--- src/rtl/stk_pkt_pkg.sv ---
// Package: shared status-bit indices for the circular packet stack manager.
// Assumes the status vector is four bits wide with the order given here.
package stk_pkt_pkg;
    localparam int ST_BITS    = 4;
    localparam int ST_READY   = 0;
    localparam int ST_FILL    = 1;
    localparam int ST_MATCH   = 2;
    localparam int ST_OVFL    = 3;
    localparam int IRQ_SRCS   = 3;

    typedef enum logic {PH_RUN = 1'b0, PH_HOLD = 1'b1} phase_t;
endpackage

--- src/rtl/stk_addr_gen.sv ---
// Module: turns a packet start plus length offset into a physical stack
// address, and gives the address that follows it in circular order.
// Assumes cfg_start <= base <= cfg_end and off < stack size.
module stk_addr_gen #(
    parameter int AW = 8
) (
    input  logic [AW-1:0] cfg_start,
    input  logic [AW-1:0] cfg_end,
    input  logic [AW:0]   size,
    input  logic [AW-1:0] base,
    input  logic [AW:0]   off,
    output logic [AW-1:0] phys,
    output logic [AW-1:0] phys_next
);
    localparam int LW = AW + 1;

    logic [LW-1:0] sum;

    // Wrap base+offset back into the stack range.
    always_comb begin
        sum = {1'b0, base} + off;
        if (sum > {1'b0, cfg_end}) sum = sum - size;
        phys = sum[AW-1:0];
    end

    // Successor of the physical address, wrapping end to start.
    always_comb begin
        if (phys == cfg_end) phys_next = cfg_start;
        else                 phys_next = phys + 1'b1;
    end
endmodule

--- src/rtl/stk_sticky.sv ---
// Module: a bank of sticky event bits with write-one-to-clear.
// Assumes set takes priority over a clear in the same cycle.
module stk_sticky #(
    parameter int N = 4
) (
    input  logic         clk,
    input  logic         rst_n,
    input  logic [N-1:0] set,
    input  logic [N-1:0] clr,
    output logic [N-1:0] q
);
    for (genvar i = 0; i < N; i++) begin : g_bit
        // One latched event bit; set wins over clear.
        always_ff @(posedge clk) begin
            if (!rst_n)      q[i] <= 1'b0;
            else if (set[i]) q[i] <= 1'b1;
            else if (clr[i]) q[i] <= 1'b0;
        end
    end
endmodule

--- src/rtl/stk_pkt_mgr.sv ---
// Module: circular packet stack address manager (top).
// Tracks the current packet start and length, closes a packet MARGIN
// words short of the stack size, and raises ready/fill/match events.
// Assumes cfg_start <= cfg_end, MARGIN >= 1, and config held stable
// while words flow.
module stk_pkt_mgr #(
    parameter int AW     = 8,
    parameter int MARGIN = 4
) (
    input  logic          clk,
    input  logic          rst_n,
    input  logic [AW-1:0] cfg_start,
    input  logic [AW-1:0] cfg_end,
    input  logic [AW:0]   cfg_fill_cnt,
    input  logic [AW-1:0] cfg_match_addr,
    input  logic [2:0]    cfg_irq_en,
    input  logic          cfg_auto_restart,
    input  logic          wr_data_stb,
    input  logic          wr_status_stb,
    input  logic          host_ack,
    input  logic [3:0]    irq_clr,
    output logic          wr_en,
    output logic [AW-1:0] wr_addr,
    output logic [AW-1:0] last_status_addr,
    output logic [AW-1:0] pkt_start_addr,
    output logic [3:0]    irq_status,
    output logic          irq
);
    import stk_pkt_pkg::*;

    localparam int LW = AW + 1;
    localparam logic [LW-1:0] MARGIN_W = LW'(MARGIN);

    logic [LW-1:0] size;
    logic [LW-1:0] pkt_len;
    logic [LW-1:0] len_inc;
    logic [AW-1:0] addr_next;
    phase_t        phase;
    logic          any_stb;
    logic          closing;
    logic [ST_BITS-1:0] ev_set;

    // Stack size from the configured bounds.
    always_comb size = {1'b0, cfg_end} - {1'b0, cfg_start} + 1'b1;

    stk_addr_gen #(.AW(AW)) i_addr (
        .cfg_start (cfg_start),
        .cfg_end   (cfg_end),
        .size      (size),
        .base      (pkt_start_addr),
        .off       (pkt_len),
        .phys      (wr_addr),
        .phys_next (addr_next)
    );

    // Accept decision, length step and close condition.
    always_comb begin
        any_stb = wr_data_stb | wr_status_stb;
        wr_en   = any_stb && (phase == PH_RUN);
        len_inc = pkt_len + 1'b1;
        closing = wr_en && (len_inc >= size - MARGIN_W);
    end

    // Event sources feeding the sticky status bank.
    always_comb begin
        ev_set           = '0;
        ev_set[ST_READY] = closing;
        ev_set[ST_FILL]  = wr_en && (cfg_fill_cnt != '0) && (len_inc == cfg_fill_cnt);
        ev_set[ST_MATCH] = wr_en && (wr_addr == cfg_match_addr);
        ev_set[ST_OVFL]  = any_stb && (phase == PH_HOLD);
    end

    // Packet start, length and run/hold phase.
    always_ff @(posedge clk) begin
        if (!rst_n) begin
            pkt_start_addr <= cfg_start;
            pkt_len        <= '0;
            phase          <= PH_RUN;
        end else if (closing) begin
            pkt_start_addr <= addr_next;
            pkt_len        <= '0;
            phase          <= cfg_auto_restart ? PH_RUN : PH_HOLD;
        end else begin
            if (wr_en) pkt_len <= len_inc;
            if (phase == PH_HOLD && host_ack) phase <= PH_RUN;
        end
    end

    // Address of the most recent status word.
    always_ff @(posedge clk) begin
        if (!rst_n)                     last_status_addr <= '0;
        else if (wr_en && wr_status_stb) last_status_addr <= wr_addr;
    end

    stk_sticky #(.N(ST_BITS)) i_sticky (
        .clk   (clk),
        .rst_n (rst_n),
        .set   (ev_set),
        .clr   (irq_clr),
        .q     (irq_status)
    );

    // Interrupt line: enabled event bits only.
    always_comb irq = |(irq_status[IRQ_SRCS-1:0] & cfg_irq_en);
endmodule

--- config.mk ---
export PLATFORM = sky130hd
export DESIGN_NAME = stk_pkt_mgr
export DESIGN_NICKNAME = d
export VERILOG_FILES = /design/src/rtl/stk_pkt_pkg.sv /design/src/rtl/stk_addr_gen.sv /design/src/rtl/stk_sticky.sv /design/src/rtl/stk_pkt_mgr.sv
export SDC_FILE = /design/constraint.sdc
export NUM_CORES = 1
export LEC_CHECK = 0
export BUFFER_PORTS_ARGS = -buffer_cell sky130_fd_sc_hd__buf_4
export CAP_MARGIN = 10
export CORE_MARGIN = 2
export CORE_UTILIZATION = 50
export CTS_BUF_LIST = sky130_fd_sc_hd__clkbuf_8 sky130_fd_sc_hd__clkbuf_16
export DETAILED_ROUTE_END_ITERATION = 16
export GPL_TIMING_DRIVEN = 0
export PLACE_DENSITY = 0.76
export SETUP_SLACK_MARGIN = 0.4
export SYNTH_ARGS = -nofsm -noshare
export SYNTH_HDL_FRONTEND = slang
export SYNTH_SLANG_ARGS = --single-unit
--- constraint.sdc ---
create_clock -name clk -period 6.1 [get_ports clk]
set_input_delay 1.525 -clock clk [delete_from_list [all_inputs] [get_ports clk]]
set_output_delay 1.525 -clock clk [all_outputs]
set_load 0.02 [all_outputs]
# ---- After elaboration in Yosys (flattened, before gate mapping)
# Cells that the tools add are included.
# Widths: inputs -> output; s select.
dict set report word_totals {
  reg_bits 30
  input_bits 46
  out_inout_bits 30
  elab_cells 56
}
dict set report classes {
  add_sub_neg 7
  n_lt_le_gt_ge 2
  n_eq_ne 4
  muxes 15
  n_bitwise 4
  n_reduce_logical 16
}
# operator n
set ops {}
lappend ops {{$mux 8} 4}
lappend ops {{$add 9x1->9 const B} 2}
lappend ops {{$eq 8x8->1} 2}
lappend ops {{$mux 1} 11}
lappend ops {{$reduce_bool 2->1} 5}
lappend ops {{$add 8x9->9} 1}
lappend ops {{$eq 9x9->1} 1}
lappend ops {{$ge 9x9->1} 1}
lappend ops {{$gt 9x8->1} 1}
lappend ops {{$reduce_bool 9->1} 1}
lappend ops {{$sub 8x8->9} 1}
lappend ops {{$sub 9x3->9 const B} 1}
lappend ops {{$add 8x1->8 const B} 1}
lappend ops {{$logic_and 1x1->1} 8}
lappend ops {{$sub 8x8->8} 1}
lappend ops {{$and 3x3->3} 1}
lappend ops {{$reduce_or 3->1} 1}
lappend ops {{$ne 2x1->1 const B} 1}
lappend ops {{$not 1->1} 2}
lappend ops {{$reduce_or 2->1} 1}
lappend ops {{$or 1x1->1} 1}

# ---- Longest topological paths before layout
dict set report depth {
  depth_word 8
  depth_mapped 20
  mapped_depth_nobuf 19
}

# ---- Modules after synthesis
# From an unflattened synthesis, not the netlist that was laid out.
dict set report hier_totals {
  hier_cells 471
  hier_area_um2 3917.5
}
# mod instances cells_each area_each_um2
set by_module_without_submodules {}
lappend by_module_without_submodules {stk_pkt_mgr 1 245 2104.5}
lappend by_module_without_submodules {stk_addr_gen 1 214 1647.8}
lappend by_module_without_submodules {stk_sticky 1 12 165.2}

# ---- Worst setup path before layout
# Ideal clock, no wire load.
dict set report synth_timing {
  path_kind {input port to output port}
  startpoint {input port cfg_end[1]}
  endpoint {output port wr_addr[6]}
  t_arrival_ns 4.588
  required_time_ns 4.575
  setup_slack_ns -0.013
  cell_stages 14
  n_path_buf 0
  cell_sequence {inv_1 ha_1 inv_1 ha_1 inv_1 fa_1 ha_1 a21o_1 a21oi_1 o21bai_1 maj3_1 xnor2_1 nand2_1 xnor2_1}
}
dict set report synth_via {
  elab_chain_cells 4
  elab_cells_between_ends 5
  classes_between {add/sub (3); order compare (1); mux (1)}
}
# element line
set synth_rtl {}
lappend synth_rtl {{start: declaration} stk_pkt_mgr.sv:13} ;# input logic [AW-1:0] cfg_end,
lappend synth_rtl {{$sub 8x8->9} stk_pkt_mgr.sv:44} ;# always_comb size = {1'b0, cfg_end} - {1'b0, cfg_start} + 1'b1;
lappend synth_rtl {{$add 9x1->9} stk_pkt_mgr.sv:44}
lappend synth_rtl {{$sub 8x8->8} stk_addr_gen.sv:22} ;# if (sum > {1'b0, cfg_end}) sum = sum - size;
lappend synth_rtl {{$mux 8 *} stk_addr_gen.sv:22}
lappend synth_rtl {{end: declaration} stk_pkt_mgr.sv:23} ;# output logic [AW-1:0] wr_addr,
# Mark *: on every way between the ends. The rest lies on a longest branch, timed or not.

# ---- Worst setup path after layout
dict set report layout_timing {
  startpoint {input port cfg_end[1]}
  endpoint {output port wr_addr[7]}
}
# Same word-level chain as after synthesis.

==> results.cfg <==
[yosys]
syn_avg_cell_area_sq_um = 8.65
synthArstFlopShare_pct = 0
synth_top_cells_by_area = ha_1, dfxtp_1, xnor2_1
ys_types = 58
yosysSeqAreaShare_pct = 19.8
yosys_warnings = 0
yosysTopAreaCell = ha_1
netlist_area_sq_um = 3440
synth_nets = 495
synthCells = 398
yosys_register_bits = 30
synth_flop_cell = dfxtp_1
synth-edff-count = 8
synth_top_area_share_pct = 17.4

[placement]
post-place-ws_ns = -0.228
hpwl_microns = 7410
place_congestion = 0.864
numPortBuffers = 75

[floorplan]
die_y_microns = 87.0
initial_core_util_pct = 51.2
fp.dieW_microns = 87.0
die-area_sq_um = 7560
io_pins = 76
core_sq_um = 6720
placement_rows = 30

[clock_network]
cts.path.max_buffers = 2
cts_buffers = 5
clk_pin_slew_ns = 0.07
cts_tree = yes
h-tree-depth = 2
clk-insertion-delay-late_ns = 0.28
cts.sinks = 30
cts_root_buffer = clkbuf_8
postCtsHoldBufs = 0

[sta]
fmax_mhz = 168
fin_skew_ns = 0.00773
setup_viol = 0
slew_headroom_pct = 39.0
maxSlewViolCount = 0
fin_ws_ns = 0.144
report.final.hold_viol_count = 0
max_slew.worst_pin.slew_ns = 0.915
fin_crit_sh_pct = 97.6
rsz0062_at_grt = true
fin_crit_ns = 5.96

[flow_run]
drv_cap = 0

[critical_path]
crit_type = input pin to output pin
crit_required_ns = 4.58
cp-end-kind = output pin
critPathMaxFanout = 2
worstPathArrival_ns = 4.43
worst_setup_path_start_kind = input pin

[power_and_ir_drop]
vdd_drop_max_uv = 272
powerDensity_nw_per_um2 = 629
p_leak_nw = 2.21

[global_route]
grt_max_degree = 18
antenna_found_initial = 0
grt_usage_pct = 26.5
grt.overflow.total = 0
grt_pass1_vias = 3326
grt_first_pass_wirelength_microns = 15600

[drt]
drtPass1Iterations = 5
via_per_inst = 5.76
wire_per_inst_microns = 17.5
drt_iter0_drc = 204
route.detailed.drc = 0
antenna_left = 0
wirelength_microns = 10300
vias = 3393

[finish]
utilization_pct = 71.9
nFillCells = 494
n_antenna_cell = 0
final_layout_size_suffix_gt1_share_pct = 33.2
layout.nets = 605
syn2layout_area_growth_pct = 40.4

[run_status]
status = completed

[hold_path]
worstHoldPathType = flop to flop
## critical path, cell delays in order
cell and delay, ns:
buf_12 0.11, inv_12 0.04, ha_4 0.19, inv_4 0.05, ha_4 0.12, inv_2 0.03
fa_2 0.55, ha_4 0.20, o21a_1 0.20, o31ai_4 0.07, a21oi_2 0.11, maj3_2 0.33
or3_4 0.38, o2111ai_4 0.13, xor2_4 0.19, inv_2 0.06, buf_6 0.13
## layout by cell type, fill, tap and decap left out, types with 3 or more instances in the layout
cell type,count
a211oi_1,8
a21o_1,12
a21oi_1,12
a21oi_2,3
buf_4,98
buf_6,5
clkbuf_1,5
clkbuf_8,6
dfxtp_1,22
edfxtp_1,8
ha_1,39
ha_4,8
inv_1,33
inv_2,4
mux2i_1,10
mux2i_4,4
nand2_1,13
nand2b_1,3
nand3_1,9
nand4_1,9
nor2_1,30
nor2_2,3
nor2b_1,6
nor3_1,11
nor4_1,6
o211ai_1,3
o21a_1,7
o21ai_0,9
xnor2_1,42
xnor2_2,4
xor2_1,18
## registers in the layout, indices dropped and copies added, names as in the netlist
signal,count
pkt_start_addr,8
last_status_addr,8
pkt_len,9
i_sticky.q,4
phase,1
## routing by layer
| layer | up-vias | routed length [microns] | track usage (%) |
|---|---|---|---|
| li1 | 1640 | - | - |
| met1 | 1587 | 4250 | 32.3 |
| met2 | 129 | 5060 | 46.1 |
| met3 | 37 | 507 | 3.70 |
| met4 | 0 | 471 | 11.4 |
| met5 | - | 0 | 0 |
## logic make-up (layout without fill, tap and decap cells)
kind of cell	after synthesis	count (layout)	synth area share (%)
buffers and inverters	46	157	5.05
multiplexers	16	16	5.05
adder cells (fa/ha/maj)	53	53	19.8
flip-flops	30	30	19.8
XOR/XNOR	68	68	17.7
AND/OR/NAND/NOR	104	104	15.1
AO/OA/AOI/OAI	81	81	17.5
## path summary, 6_finish.rpt
kind	from	endpoint	slack, ns	depth (start not counted)
hold reg to reg	i_sticky.q[3]$_SDFFE_PN0P_	i_sticky.q[3]$_SDFFE_PN0P_	0.47	2
hold / removal	i_sticky.q[3]$_SDFFE_PN0P_	i_sticky.q[3]$_SDFFE_PN0P_	0.47	2
setup / recovery	cfg_end[1]	wr_addr[7]	0.14	17
setup reg to reg	pkt_start_addr[0]$_DFFE_PP_	pkt_start_addr[1]$_DFFE_PP_	0.95	17
## synth_stat cells, types with 2 or more instances
| library cell | number |
|---|---|
| a21o_1 | 12 |
| o22ai_1 | 2 |
| xnor2_1 | 47 |
| nand2b_1 | 3 |
| nor2b_1 | 6 |
| o21ai_0 | 9 |
| or2_2 | 2 |
| a211oi_1 | 8 |
| a31oi_1 | 3 |
| nor4_1 | 6 |
| fa_1 | 3 |
| edfxtp_1 | 8 |
| inv_1 | 39 |
| o211a_1 | 2 |
| mux2i_2 | 2 |
| o2111ai_1 | 2 |
| a211oi_2 | 3 |
| nor2_1 | 33 |
| ha_1 | 48 |
| nand2_1 | 15 |
| o211ai_1 | 3 |
| and3_1 | 2 |
| nor3_1 | 11 |
| o21ai_1 | 2 |
| xor2_1 | 19 |
| or3_1 | 2 |
| o21bai_1 | 2 |
| clkbuf_1 | 5 |
| dfxtp_1 | 22 |
| o21a_1 | 7 |
| maj3_1 | 2 |
| a21oi_1 | 15 |
| mux2i_1 | 12 |
| nand3_1 | 9 |
| nand4_1 | 9 |
## report_power, final
part | total, mW | internal [mW] | switching [mW]
Combinational | 2.49 | 1.17 | 1.32
Clock | 0.239 | 0.158 | 0.0813
Sequential | 0.314 | 0.276 | 0.0383
## area by class of cell
type	instances	area, sq um	area share, %
timing repair buffer	103	801	16.6
tap	80	100	2.07
clock buffer	7	108	2.23
buffer	6	30.0	0.621
multi-input combinational	322	2920	60.4
inverter	40	165	3.42
sequential	30	681	14.1
clock inverter	1	30.0	0.621
## timing repair
action                     4_1_cts  5_1_grt
setup buffers                   16       12
pin swaps                       21       16
resized for setup               26       24
setup endpoints to repair        8        8
## stage by stage
step	TNS [ns]	power (mW)	std cells	hold WS [ns]	cell area, sq um
CTS	0	2.67	577	0.473	4600
global placement	-0.318	2.10	553	0.458	4200
global route	0	3.20	589	0.508	4830
floorplan	0	1.63	398	0.506	3540
finish	0	3.04	589	0.468	4830
detailed placement	-0.394	2.14	553	0.461	4200
Power figures use the tool's default switching activity.
